--- src/rtl/psq_pkg.sv ---
`timescale 1ns/1ps
package psq_pkg;

  localparam int ADDR_W = 32;

  typedef enum logic [2:0] {
    K_DRD = 3'd0,
    K_DWR = 3'd1,
    K_RRD = 3'd2,
    K_RWR = 3'd3,
    K_IDR = 3'd4
  } kind_e;

  typedef enum logic [3:0] {
    PH_IDLE,
    PH_CSS,
    PH_CMD,
    PH_ROW,
    PH_COL,
    PH_DUMMY,
    PH_DATA,
    PH_CSH,
    PH_DONE
  } phase_e;

endpackage

--- src/rtl/psq_recipe.sv ---
`timescale 1ns/1ps
module psq_recipe
  import psq_pkg::*;
#(
  parameter int DATA_LAT = 28,
  parameter int REG_LAT  = 12,
  parameter int ID_LAT   = 8,
  parameter int CNT_W    = 9
) (
  input  kind_e            kind,
  input  logic             strobe,
  output logic [7:0]       cmd,
  output logic             sdr,
  output logic             is_rd,
  output logic             two_byte,
  output logic [CNT_W-1:0] lat
);

  always_comb begin
    cmd      = 8'hAA;
    sdr      = 1'b0;
    is_rd    = 1'b1;
    two_byte = 1'b0;
    lat      = CNT_W'(DATA_LAT);
    case (kind)
      K_DWR: begin
        cmd   = 8'h22;
        is_rd = 1'b0;
      end
      K_RRD: begin
        cmd      = 8'hCC;
        two_byte = 1'b1;
        lat      = CNT_W'(REG_LAT);
      end
      K_RWR: begin
        cmd      = 8'h66;
        is_rd    = 1'b0;
        two_byte = 1'b1;
        lat      = '0;
      end
      K_IDR: begin
        cmd      = 8'hE0;
        sdr      = 1'b1;
        two_byte = 1'b1;
        lat      = strobe ? CNT_W'(2 * ID_LAT) : CNT_W'(ID_LAT);
      end
      default: begin
        cmd = 8'hAA;
      end
    endcase
  end

endmodule

--- src/rtl/psq_phase_ctrl.sv ---
`timescale 1ns/1ps
module psq_phase_ctrl
  import psq_pkg::*;
#(
  parameter int LEN_W = 8,
  parameter int CNT_W = 9
) (
  input  logic              clk,
  input  logic              rst,
  input  logic              req_valid,
  input  kind_e             req_kind,
  input  logic [ADDR_W-1:0] req_addr,
  input  logic [LEN_W-1:0]  req_len,
  input  logic [CNT_W-1:0]  lat,
  input  logic              two_byte,
  output phase_e            phase,
  output logic [CNT_W-1:0]  idx,
  output kind_e             kind_q,
  output logic [ADDR_W-1:0] addr_q,
  output logic              busy
);

  logic [LEN_W-1:0] len_q;
  logic [CNT_W-1:0] dly_q;
  logic [CNT_W-1:0] last;
  logic [CNT_W-1:0] data_last;
  logic             at_end;

  always_comb begin
    if (two_byte)            data_last = CNT_W'(1);
    else if (len_q == '0)    data_last = '0;
    else                     data_last = CNT_W'(len_q) - CNT_W'(1);
  end

  always_comb begin
    case (phase)
      PH_CMD, PH_ROW, PH_COL: last = CNT_W'(1);
      PH_DUMMY:               last = dly_q - CNT_W'(1);
      PH_DATA:                last = data_last;
      default:                last = '0;
    endcase
  end

  assign at_end = (idx == last);
  assign busy   = (phase != PH_IDLE);

  always_ff @(posedge clk) begin
    if (rst) begin
      phase  <= PH_IDLE;
      idx    <= '0;
      kind_q <= K_DRD;
      addr_q <= '0;
      len_q  <= '0;
      dly_q  <= '0;
    end else begin
      case (phase)
        PH_IDLE: begin
          if (req_valid) begin
            kind_q <= req_kind;
            addr_q <= req_addr;
            len_q  <= req_len;
            idx    <= '0;
            phase  <= PH_CSS;
          end
        end
        PH_CSS: begin
          idx   <= '0;
          phase <= PH_CMD;
        end
        PH_CMD: begin
          if (at_end) begin
            idx   <= '0;
            phase <= PH_ROW;
          end else begin
            idx <= idx + CNT_W'(1);
          end
        end
        PH_ROW: begin
          if (at_end) begin
            idx   <= '0;
            phase <= PH_COL;
          end else begin
            idx <= idx + CNT_W'(1);
          end
        end
        PH_COL: begin
          if (at_end) begin
            idx   <= '0;
            dly_q <= lat;
            phase <= (lat == '0) ? PH_DATA : PH_DUMMY;
          end else begin
            idx <= idx + CNT_W'(1);
          end
        end
        PH_DUMMY: begin
          if (at_end) begin
            idx   <= '0;
            phase <= PH_DATA;
          end else begin
            idx <= idx + CNT_W'(1);
          end
        end
        PH_DATA: begin
          if (at_end) begin
            idx   <= '0;
            phase <= PH_CSH;
          end else begin
            idx <= idx + CNT_W'(1);
          end
        end
        PH_CSH:  phase <= PH_DONE;
        PH_DONE: phase <= PH_IDLE;
        default: phase <= PH_IDLE;
      endcase
    end
  end

  AST_KIND_HELD: assert property (@(posedge clk) disable iff (rst)
    busy |=> ($stable(kind_q) && $stable(addr_q)));

endmodule

--- src/rtl/psq_pad_drive.sv ---
`timescale 1ns/1ps
module psq_pad_drive
  import psq_pkg::*;
(
  input  logic              clk,
  input  logic              rst,
  input  phase_e            phase,
  input  logic              beat0,
  input  logic [7:0]        cmd,
  input  logic              sdr,
  input  logic              is_rd,
  input  logic [ADDR_W-1:0] addr_q,
  input  logic [7:0]        wr_data,
  input  logic [3:0]        dq_i_r,
  input  logic [3:0]        dq_i_f,
  output logic              cs_n,
  output logic              sck_en,
  output logic              dq_oe,
  output logic [3:0]        dq_o_r,
  output logic [3:0]        dq_o_f,
  output logic              done,
  output logic              rd_valid,
  output logic [7:0]        rd_data
);

  logic [7:0] beat;
  logic       drive;
  logic       cap_q;

  always_comb begin
    beat  = 8'h00;
    drive = 1'b0;
    case (phase)
      PH_CMD: begin
        drive = 1'b1;
        if (sdr) beat = beat0 ? {cmd[7:4], cmd[7:4]} : {cmd[3:0], cmd[3:0]};
        else     beat = beat0 ? cmd : 8'h00;
      end
      PH_ROW: begin
        drive = 1'b1;
        beat  = beat0 ? addr_q[31:24] : addr_q[23:16];
      end
      PH_COL: begin
        drive = 1'b1;
        beat  = beat0 ? addr_q[15:8] : addr_q[7:0];
      end
      PH_DATA: begin
        drive = !is_rd;
        beat  = is_rd ? 8'h00 : wr_data;
      end
      default: begin
        beat  = 8'h00;
        drive = 1'b0;
      end
    endcase
  end

  always_ff @(posedge clk) begin
    if (rst) begin
      cs_n     <= 1'b1;
      sck_en   <= 1'b0;
      dq_oe    <= 1'b0;
      dq_o_r   <= 4'h0;
      dq_o_f   <= 4'h0;
      done     <= 1'b0;
      cap_q    <= 1'b0;
      rd_valid <= 1'b0;
      rd_data  <= 8'h00;
    end else begin
      cs_n     <= (phase == PH_IDLE) || (phase == PH_DONE);
      sck_en   <= (phase == PH_CMD) || (phase == PH_ROW) || (phase == PH_COL) ||
                  (phase == PH_DUMMY) || (phase == PH_DATA);
      dq_oe    <= drive;
      dq_o_r   <= beat[7:4];
      dq_o_f   <= beat[3:0];
      done     <= (phase == PH_DONE);
      cap_q    <= (phase == PH_DATA) && is_rd;
      rd_valid <= cap_q;
      if (cap_q) rd_data <= {dq_i_r, dq_i_f};
    end
  end

  AST_RD_NOT_DRIVEN: assert property (@(posedge clk) disable iff (rst)
    rd_valid |-> $past(!dq_oe && !cs_n && sck_en));

  AST_QUIET_PADS: assert property (@(posedge clk) disable iff (rst)
    !dq_oe |-> (dq_o_r == 4'h0 && dq_o_f == 4'h0));

endmodule

--- src/rtl/psq_seq.sv ---
`timescale 1ns/1ps
module psq_seq
  import psq_pkg::*;
#(
  parameter int LEN_W    = 8,
  parameter int DATA_LAT = 28,
  parameter int REG_LAT  = 12,
  parameter int ID_LAT   = 8
) (
  input  logic              clk,
  input  logic              rst,
  input  logic              req_valid,
  input  logic [2:0]        req_kind,
  input  logic [31:0]       req_addr,
  input  logic [LEN_W-1:0]  req_len,
  input  logic [7:0]        wr_data,
  output logic              wr_take,
  input  logic              lat_strobe,
  input  logic [3:0]        dq_i_r,
  input  logic [3:0]        dq_i_f,
  output logic              cs_n,
  output logic              sck_en,
  output logic              dq_oe,
  output logic [3:0]        dq_o_r,
  output logic [3:0]        dq_o_f,
  output logic              busy,
  output logic              done,
  output logic              rd_valid,
  output logic [7:0]        rd_data
);

  localparam int LAT_AB  = (DATA_LAT > REG_LAT) ? DATA_LAT : REG_LAT;
  localparam int LAT_MAX = (LAT_AB > 2 * ID_LAT) ? LAT_AB : 2 * ID_LAT;
  localparam int SPAN    = (LAT_MAX > (1 << LEN_W)) ? LAT_MAX : (1 << LEN_W);
  localparam int CNT_W   = $clog2(SPAN + 1);

  phase_e            phase;
  logic [CNT_W-1:0]  idx;
  kind_e             kind_q;
  logic [ADDR_W-1:0] addr_q;
  logic [7:0]        cmd;
  logic              sdr;
  logic              is_rd;
  logic              two_byte;
  logic [CNT_W-1:0]  lat;

  psq_recipe #(
    .DATA_LAT (DATA_LAT),
    .REG_LAT  (REG_LAT),
    .ID_LAT   (ID_LAT),
    .CNT_W    (CNT_W)
  ) u_recipe (
    .kind     (kind_q),
    .strobe   (lat_strobe),
    .cmd      (cmd),
    .sdr      (sdr),
    .is_rd    (is_rd),
    .two_byte (two_byte),
    .lat      (lat)
  );

  psq_phase_ctrl #(
    .LEN_W (LEN_W),
    .CNT_W (CNT_W)
  ) u_ctrl (
    .clk       (clk),
    .rst       (rst),
    .req_valid (req_valid),
    .req_kind  (kind_e'(req_kind)),
    .req_addr  (req_addr),
    .req_len   (req_len),
    .lat       (lat),
    .two_byte  (two_byte),
    .phase     (phase),
    .idx       (idx),
    .kind_q    (kind_q),
    .addr_q    (addr_q),
    .busy      (busy)
  );

  psq_pad_drive u_pads (
    .clk      (clk),
    .rst      (rst),
    .phase    (phase),
    .beat0    (idx == '0),
    .cmd      (cmd),
    .sdr      (sdr),
    .is_rd    (is_rd),
    .addr_q   (addr_q),
    .wr_data  (wr_data),
    .dq_i_r   (dq_i_r),
    .dq_i_f   (dq_i_f),
    .cs_n     (cs_n),
    .sck_en   (sck_en),
    .dq_oe    (dq_oe),
    .dq_o_r   (dq_o_r),
    .dq_o_f   (dq_o_f),
    .done     (done),
    .rd_valid (rd_valid),
    .rd_data  (rd_data)
  );

  assign wr_take = (phase == PH_DATA) && !is_rd;

  AST_CS_SETUP: assert property (@(posedge clk) disable iff (rst)
    $fell(cs_n) |-> !sck_en);

  AST_CLOCK_AFTER_SETUP: assert property (@(posedge clk) disable iff (rst)
    $fell(cs_n) |=> sck_en);

  AST_DONE_ON_RELEASE: assert property (@(posedge clk) disable iff (rst)
    done |-> (cs_n && $past(!cs_n)));

  AST_BUSY_ENDS_AT_DONE: assert property (@(posedge clk) disable iff (rst)
    $fell(busy) |-> done);

  AST_DUMMY_UNDRIVEN: assert property (@(posedge clk) disable iff (rst)
    (phase == PH_DUMMY) |=> (!dq_oe && sck_en && !cs_n));

  AST_REGWR_NO_WAIT: assert property (@(posedge clk) disable iff (rst)
    (phase == PH_COL && kind_q == K_RWR) |=> (phase != PH_DUMMY));

  AST_TAKE_THEN_DRIVE: assert property (@(posedge clk) disable iff (rst)
    wr_take |=> (dq_oe && !cs_n));

endmodule

--- config.mk ---
export PLATFORM = sky130hd
export DESIGN_NAME = psq_seq
export DESIGN_NICKNAME = d
export VERILOG_FILES = /design/src/rtl/psq_pkg.sv /design/src/rtl/psq_recipe.sv /design/src/rtl/psq_phase_ctrl.sv /design/src/rtl/psq_pad_drive.sv /design/src/rtl/psq_seq.sv
export SDC_FILE = /design/constraint.sdc
export NUM_CORES = 1
export LEC_CHECK = 0
export ABC_AREA = 1
export BUFFER_PORTS_ARGS = -buffer_cell sky130_fd_sc_hd__buf_2
export CORE_MARGIN = 3
export CORE_UTILIZATION = 58
export DETAILED_ROUTE_END_ITERATION = 10
export GPL_TIMING_DRIVEN = 0
export PLACE_DENSITY = 0.85
export SKIP_CTS_REPAIR_TIMING = 1
export SYNTH_ARGS = -nofsm -noshare
export SYNTH_HDL_FRONTEND = slang
export SYNTH_SLANG_ARGS = --single-unit
--- constraint.sdc ---
create_clock -name clk -period 4.54 [get_ports clk]
set_input_delay 0 -clock clk [delete_from_list [all_inputs] [get_ports clk]]
set_output_delay 0 -clock clk [all_outputs]
set_load 0.01 [all_outputs]
# Word level (Yosys, flattened, before mapping)
# Index checks and enable logic that the tools add are counted.
[word_totals] in_bits=63 reg_bits=87 ram_bits=0 out_inout_bits=23 wordCells=86 mem_count=0 latch_bits=0 romBits=0
[classes] n_addsub=3 n_bitwise=0 n_shift=0 n_lt_le_gt_ge=0 multipliers=0 n_reduce_logical=21 mux=28 div_mod_pow=0 eq_ne=19
[ops] op="case mux 9 bit (3 select lines)" n=3
[ops] op="case mux 8 bit (4 select lines)" n=2
[ops] op="2-to-1 mux 8 bit" n=6
[ops] op="2-to-1 mux 9 bit" n=4
[ops] op="case mux 4 bit (8 select lines)" n=1
[ops] op="2-to-1 mux 4 bit" n=6
[ops] op="zero test 9 bit" n=2
[ops] op="equality test 4 x 3 -> 1 bit, second input constant" n=4
[ops] op="inequality test 2 x 1 -> 1 bit, second input constant" n=5
[ops] op="adder 9 x 1 -> 9 bit, second input constant" n=1
[ops] op="equality test 9 bit" n=1
[ops] op="subtractor 8 x 1 -> 9 bit, second input constant" n=1
[ops] op="subtractor 9 x 1 -> 9 bit, second input constant" n=1
[ops] op="equality test 4 x 2 -> 1 bit, second input constant" n=2
[ops] op="zero test 8 bit" n=1
[ops] op="equality test 3 x 2 -> 1 bit, second input constant" n=2
[ops] op="AND reduction 2 bit" n=3
[ops] op="AND reduction 6 bit" n=1
[ops] op="OR reduction 3 bit" n=2
[ops] op="logical OR 1 bit" n=5
[ops] op="2-to-1 mux 5 bit" n=1
[ops] op="OR reduction 5 bit" n=1
[ops] op="equality test 4 x 1 -> 1 bit, second input constant" n=1
[ops] op="equality test 4 bit, second input constant" n=1
[ops] op="11 further kinds" n=14

# Depth between registers and ports, before layout
[depth] word_depth=8 depth_mapped=19 depth_no_buf=19

# Cells and area by module
# A second synthesis with hierarchy kept.
[hier_totals] cells_unflattened=755 hier_area_um2=4813.4
[modules_own_cells] mod="psq_phase_ctrl" seq_area_each_um2=1301.2 area_each_um2=3220.6 instances=1 cells_each=471
[modules_own_cells] mod="psq_pad_drive" seq_area_each_um2=440.4 area_each_um2=1362.6 instances=1 cells_each=238
[modules_own_cells] mod="psq_recipe" seq_area_each_um2=0.0 area_each_um2=173.9 instances=1 cells_each=33
[modules_own_cells] mod="psq_seq" seq_area_each_um2=0.0 area_each_um2=56.3 instances=1 cells_each=13

# Worst setup path after synthesis
# OpenSTA, ideal clock, no wires.
[synth_path] path_kind="register to register" from="reg u_ctrl.dly_q[2]" to="reg u_ctrl.idx[3]" n_path_buf=0 arrival_ns=1.696 stages_incl_launch_ff=11 period_less_slack_ns=1.828 t_required_ns=4.408 slack_ns=2.712 setup_ns=0.132 cell_sequence="dfxtp_1 -> inv_1 -> ha_1 -> ha_1 -> or2_1 -> nand3_1 -> nand3_1 -> nor2_4 -> nand2_4 -> a21oi_4 -> nor3_1"
[synth_via] elab_chain_len=5
[synth_rtl] element="from (decl)" line="psq_phase_ctrl.sv:24" rtl="logic [CNT_W-1:0] dly_q;"
[synth_rtl] element="from (signal assigned)" line="psq_phase_ctrl.sv:89" rtl="dly_q <= lat;"
[synth_rtl] element="subtractor 9 x 1 -> 9 bit" line="psq_phase_ctrl.sv:38" rtl="PH_DUMMY: last = dly_q - CNT_W'(1);"
[synth_rtl] element="case mux 9 bit (3 select lines)" line="psq_phase_ctrl.sv:36" rtl="case (phase)"
[synth_rtl] element="equality test 9 bit" line="psq_phase_ctrl.sv:44" rtl="assign at_end = (idx == last);"
[synth_rtl] element="2-to-1 mux 9 bit"
[synth_rtl] element="case mux 9 bit (3 select lines)" line="psq_phase_ctrl.sv:56" rtl="case (phase)"
[synth_rtl] element="to (signal assigned)" line="psq_phase_ctrl.sv:75" rtl="idx <= idx + CNT_W'(1);"
[synth_rtl] element="to (signal assigned)" line="psq_phase_ctrl.sv:83" rtl="idx <= idx + CNT_W'(1);"
[synth_rtl] element="to (signal assigned)" line="psq_phase_ctrl.sv:100" rtl="idx <= idx + CNT_W'(1);"
[synth_rtl] element="to (decl)" line="psq_phase_ctrl.sv:17" rtl="output logic [CNT_W-1:0] idx,"
# Every way passes these cells.
# A chain may end at the register's enable or synchronous reset.

# Worst setup path in the final report
[layout_path] from="reg u_ctrl.phase[3]" to="reg u_ctrl.addr_q[18]"
[layout_via] elab_chain_len=2
[layout_rtl] element="from (decl)" line="psq_phase_ctrl.sv:16" rtl="output phase_e phase,"
[layout_rtl] element="from (signal assigned)" line="psq_phase_ctrl.sv:90" rtl="phase <= (lat == '0) ? PH_DATA : PH_DUMMY;"
[layout_rtl] element="zero test 4 bit" line="psq_phase_ctrl.sv:56"
[layout_rtl] element="AND reduction 2 bit (no source line)"
[layout_rtl] element="to (signal assigned)" line="psq_phase_ctrl.sv:60" rtl="addr_q <= req_addr;"
[layout_rtl] element="to (decl)" line="psq_phase_ctrl.sv:19" rtl="output logic [ADDR_W-1:0] addr_q,"
# Every way passes these cells.

==> run_results.csv <==
group,metric,value,unit
sta,tightest_slew,628,ps
power,p_leak,2.38,nW
sta,fin_crit,2190,ps
logic_synthesis,ys_types,31,
sta,setup_tns,0,ps
logic_synthesis,syn-num-nets,638,
sta,rsz0062_at_grt,"false",
cts,clock_latency,370,ps
setup_path,max_stage_delay,540,ps
die,core,6460,um^2
global_route,grt_antenna_before_repair,0,
die,die_h,88.5,um
logic_synthesis,yosysMostFrequentCell,"nand2_1",
placement,dp_hpwl,8.14,mm
logic_synthesis,syn_area,3950,um^2
run_status,status,"finished with violations",
logic_synthesis,avgSynthCellArea,6.94,um^2
logic_synthesis,synth-seq-cells,81,
logic_synthesis,synthArstFlopShare,0,%
drt,routedWlPerCell,16.5,um
die,start_util,61.1,%
placement,place.gp.congestion,0.873,
drt,drt_wl_total,13.1,mm
power,p_per_area,518,nW/um^2
logic_synthesis,netlist_top_cells_area,"dfxtp_1, nand2_1, a21oi_1, o21ai_0, nand3_1",
setup_path,worstSetupPathType,"reg -> reg",
global_route,grt_max_degree,15,
logic_synthesis,yosysWarnings,0,
cts,path_clk_slew,100,ps
setup_path,worst_ep_required_time,4760,ps
finish,final_area,5160,um^2
cts,clock_path_buffers,2,
finish,layout-drive-gt1-share,18.4,%
drt,drc,0,
setup_path,startpoint_type,"flop",
die,num_io_pins,86,
sta,fin_crit_sh,48.3,%
cts,cts_tree,"done",
logic_synthesis,synth-edff-count,0,
logic_synthesis,ys_seq_area_share,41.1,%
logic_synthesis,yosys.area.top_type_share,41.1,%
sta,max_freq,0.456,GHz
drt,first_iter_violations,440,
finish,antennaDiodeCount,0,
logic_synthesis,yosys.area.top_type,"dfxtp_1",
power,finalPower,2.68,mW
drt,routed_via_density,5.72,
placement,port_buffers,83,
cts,cts_made_buffers,9,
logic_synthesis,synth.top_cells.by_count,"nand2_1, dfxtp_1, a21oi_1",
die,die_area,7830,um^2
logic_synthesis,synthCells,569,
run_status,failed_checks,"negative hold slack",
finish,fin_nets,781,
sta,clock_skew,20.9,ps
global_route,first_global_vias,3979,
sta,final_max_slew_viol_count,0,
flow_run,max-cap-violations,0,
setup_path,endpoint_kind,"flop",
placement,place_area,4460,um^2
sta,timing.hold.ws,-46.1,ps
finish,areaGrowthSynthToFinish,30.8,%
power,ir_drop,0.000303,V
setup_path,worstPathMaxFanout,10,
drt,dr.pass1.iters,7,
die,num_rows,29,
sta,finalHoldViolCount,5,
setup_path,cp_common_cell,"clkbuf_1",
drt,postRouteAntennaNets,0,
cts,clkSinkCount,81,
logic_synthesis,yosys_most_used_dff,"dfxtp_1",
global_route,overflow,0,
setup_path,path_cells,"nor2_1, inv_1, nor2_8, nand2_2, clkbuf_1, clkbuf_1, a21oi_1",
sta,setup_viol,0,
setup_path,cpMaxStageDelayCell,"clkbuf_1",
sta,slew_headroom,58.2,%
finish,final_core_util,80.0,%
hold_path,hp-class,"in -> reg",
global_route,grt_pass1_wl,18.0,mm
drt,vias,4538,
cts,cts-htree-levels,3,
die,die_w,88.5,um
setup_path,crit_arrival,2420,ps
cts,cts-root-buf,"clkbuf_8",
global_route,grtUsageTotal,29.4,%
-- routing by layer --
metal,GRT usage (%),wire length [um],vias up
met4,12.1,577,0
met3,5.59,1010,61
met2,49.5,6360,261
li1,-,-,2145
met5,0,0,-
met1,37.0,5170,2071
-- cells in the final DEF (no fill, tap or decap), types with 11 or more instances in the layout --
cell / Yosys / routed
nand2_1: 112 / 112
buf_2: 1 / 84
dfxtp_1: 81 / 81
a21oi_1: 66 / 66
inv_1: 62 / 62
o21ai_0: 57 / 57
nor2_1: 51 / 51
nand3_1: 50 / 50
dlygate4sd3_1: 0 / 49
clkbuf_1: 19 / 19
nor3_1: 13 / 13
clkbuf_8: 0 / 11
-- layout make-up --
class,instances,area (um^2)
clock inverter,5,62.6
fill,445,1290
clock buffer,11,151
timing repair buffer,132,906
inverter,68,255
sequential,81,1620
tap,77,96.3
buffer,21,80.1
multi-input combinational,399,1990
-- state kept, by name, indices dropped and copies added (netlist names), 3 cells and up --
| name | count |
|---|---|
| u_pads.dq_o_r | 4 |
| u_ctrl.kind_q | 3 |
| u_pads.rd_data | 8 |
| u_ctrl.phase | 4 |
| u_ctrl.len_q | 8 |
| u_ctrl.addr_q | 32 |
| u_ctrl.idx | 9 |
| u_ctrl.dly_q | 3 |
| u_pads.dq_o_f | 4 |
-- power breakdown --
part / leakage, nW / internal (mW) / switching, mW
Clock: 0.102 / 0.287 / 0.290
Sequential: 0.662 / 0.848 / 0.0776
Combinational: 1.62 / 0.376 / 0.798
-- per-stage QoR --
stage	cells	setup WS [ps]
2_1_floorplan	569	2710
3_3_place_gp	729	2460
3_5_place_dp	729	2390
4_1_cts	745	2360
5_1_grt	794	2110
6_report	794	2350
-- worst max-delay path, delay by kind of cell, from the launching register on --
family	cells	cell delay [ps]
buffers and inverters	3	1080
flip-flops	1	420
AND/OR/NAND/NOR	3	330
AO/OA/AOI/OAI	1	210
-- worst paths after layout --
path | from | endpoint | slack [ps] | depth (start not counted)
setup / recovery | u_ctrl.phase[3]$_SDFFE_PP0P_ | u_ctrl.addr_q[18]$_SDFFE_PP0P_ | 2350 | 7
hold / removal | req_addr[1] | u_ctrl.addr_q[1]$_SDFFE_PP0P_ | -50 | 3
setup reg to reg | u_ctrl.phase[3]$_SDFFE_PP0P_ | u_ctrl.addr_q[18]$_SDFFE_PP0P_ | 2350 | 7
hold reg to reg | u_ctrl.addr_q[20]$_SDFFE_PP0P_ | u_ctrl.addr_q[20]$_SDFFE_PP0P_ | 460 | 2
-- kinds of logic (layout without fill, tap and decap cells) --
group | count (synthesis) | after routing | synth area share [%]
and+or+nand+nor | 262 | 262 | 31.1
xor gates and xnor gates | 4 | 4 | 0.887
adders and majority gates | 6 | 6 | 1.90
buffers and inverters | 89 | 237 | 8.49
AOI/OAI and AO/OA | 127 | 127 | 16.5
DFF | 81 | 81 | 41.1
No activity file was read; power rests on OpenSTA's default activity.
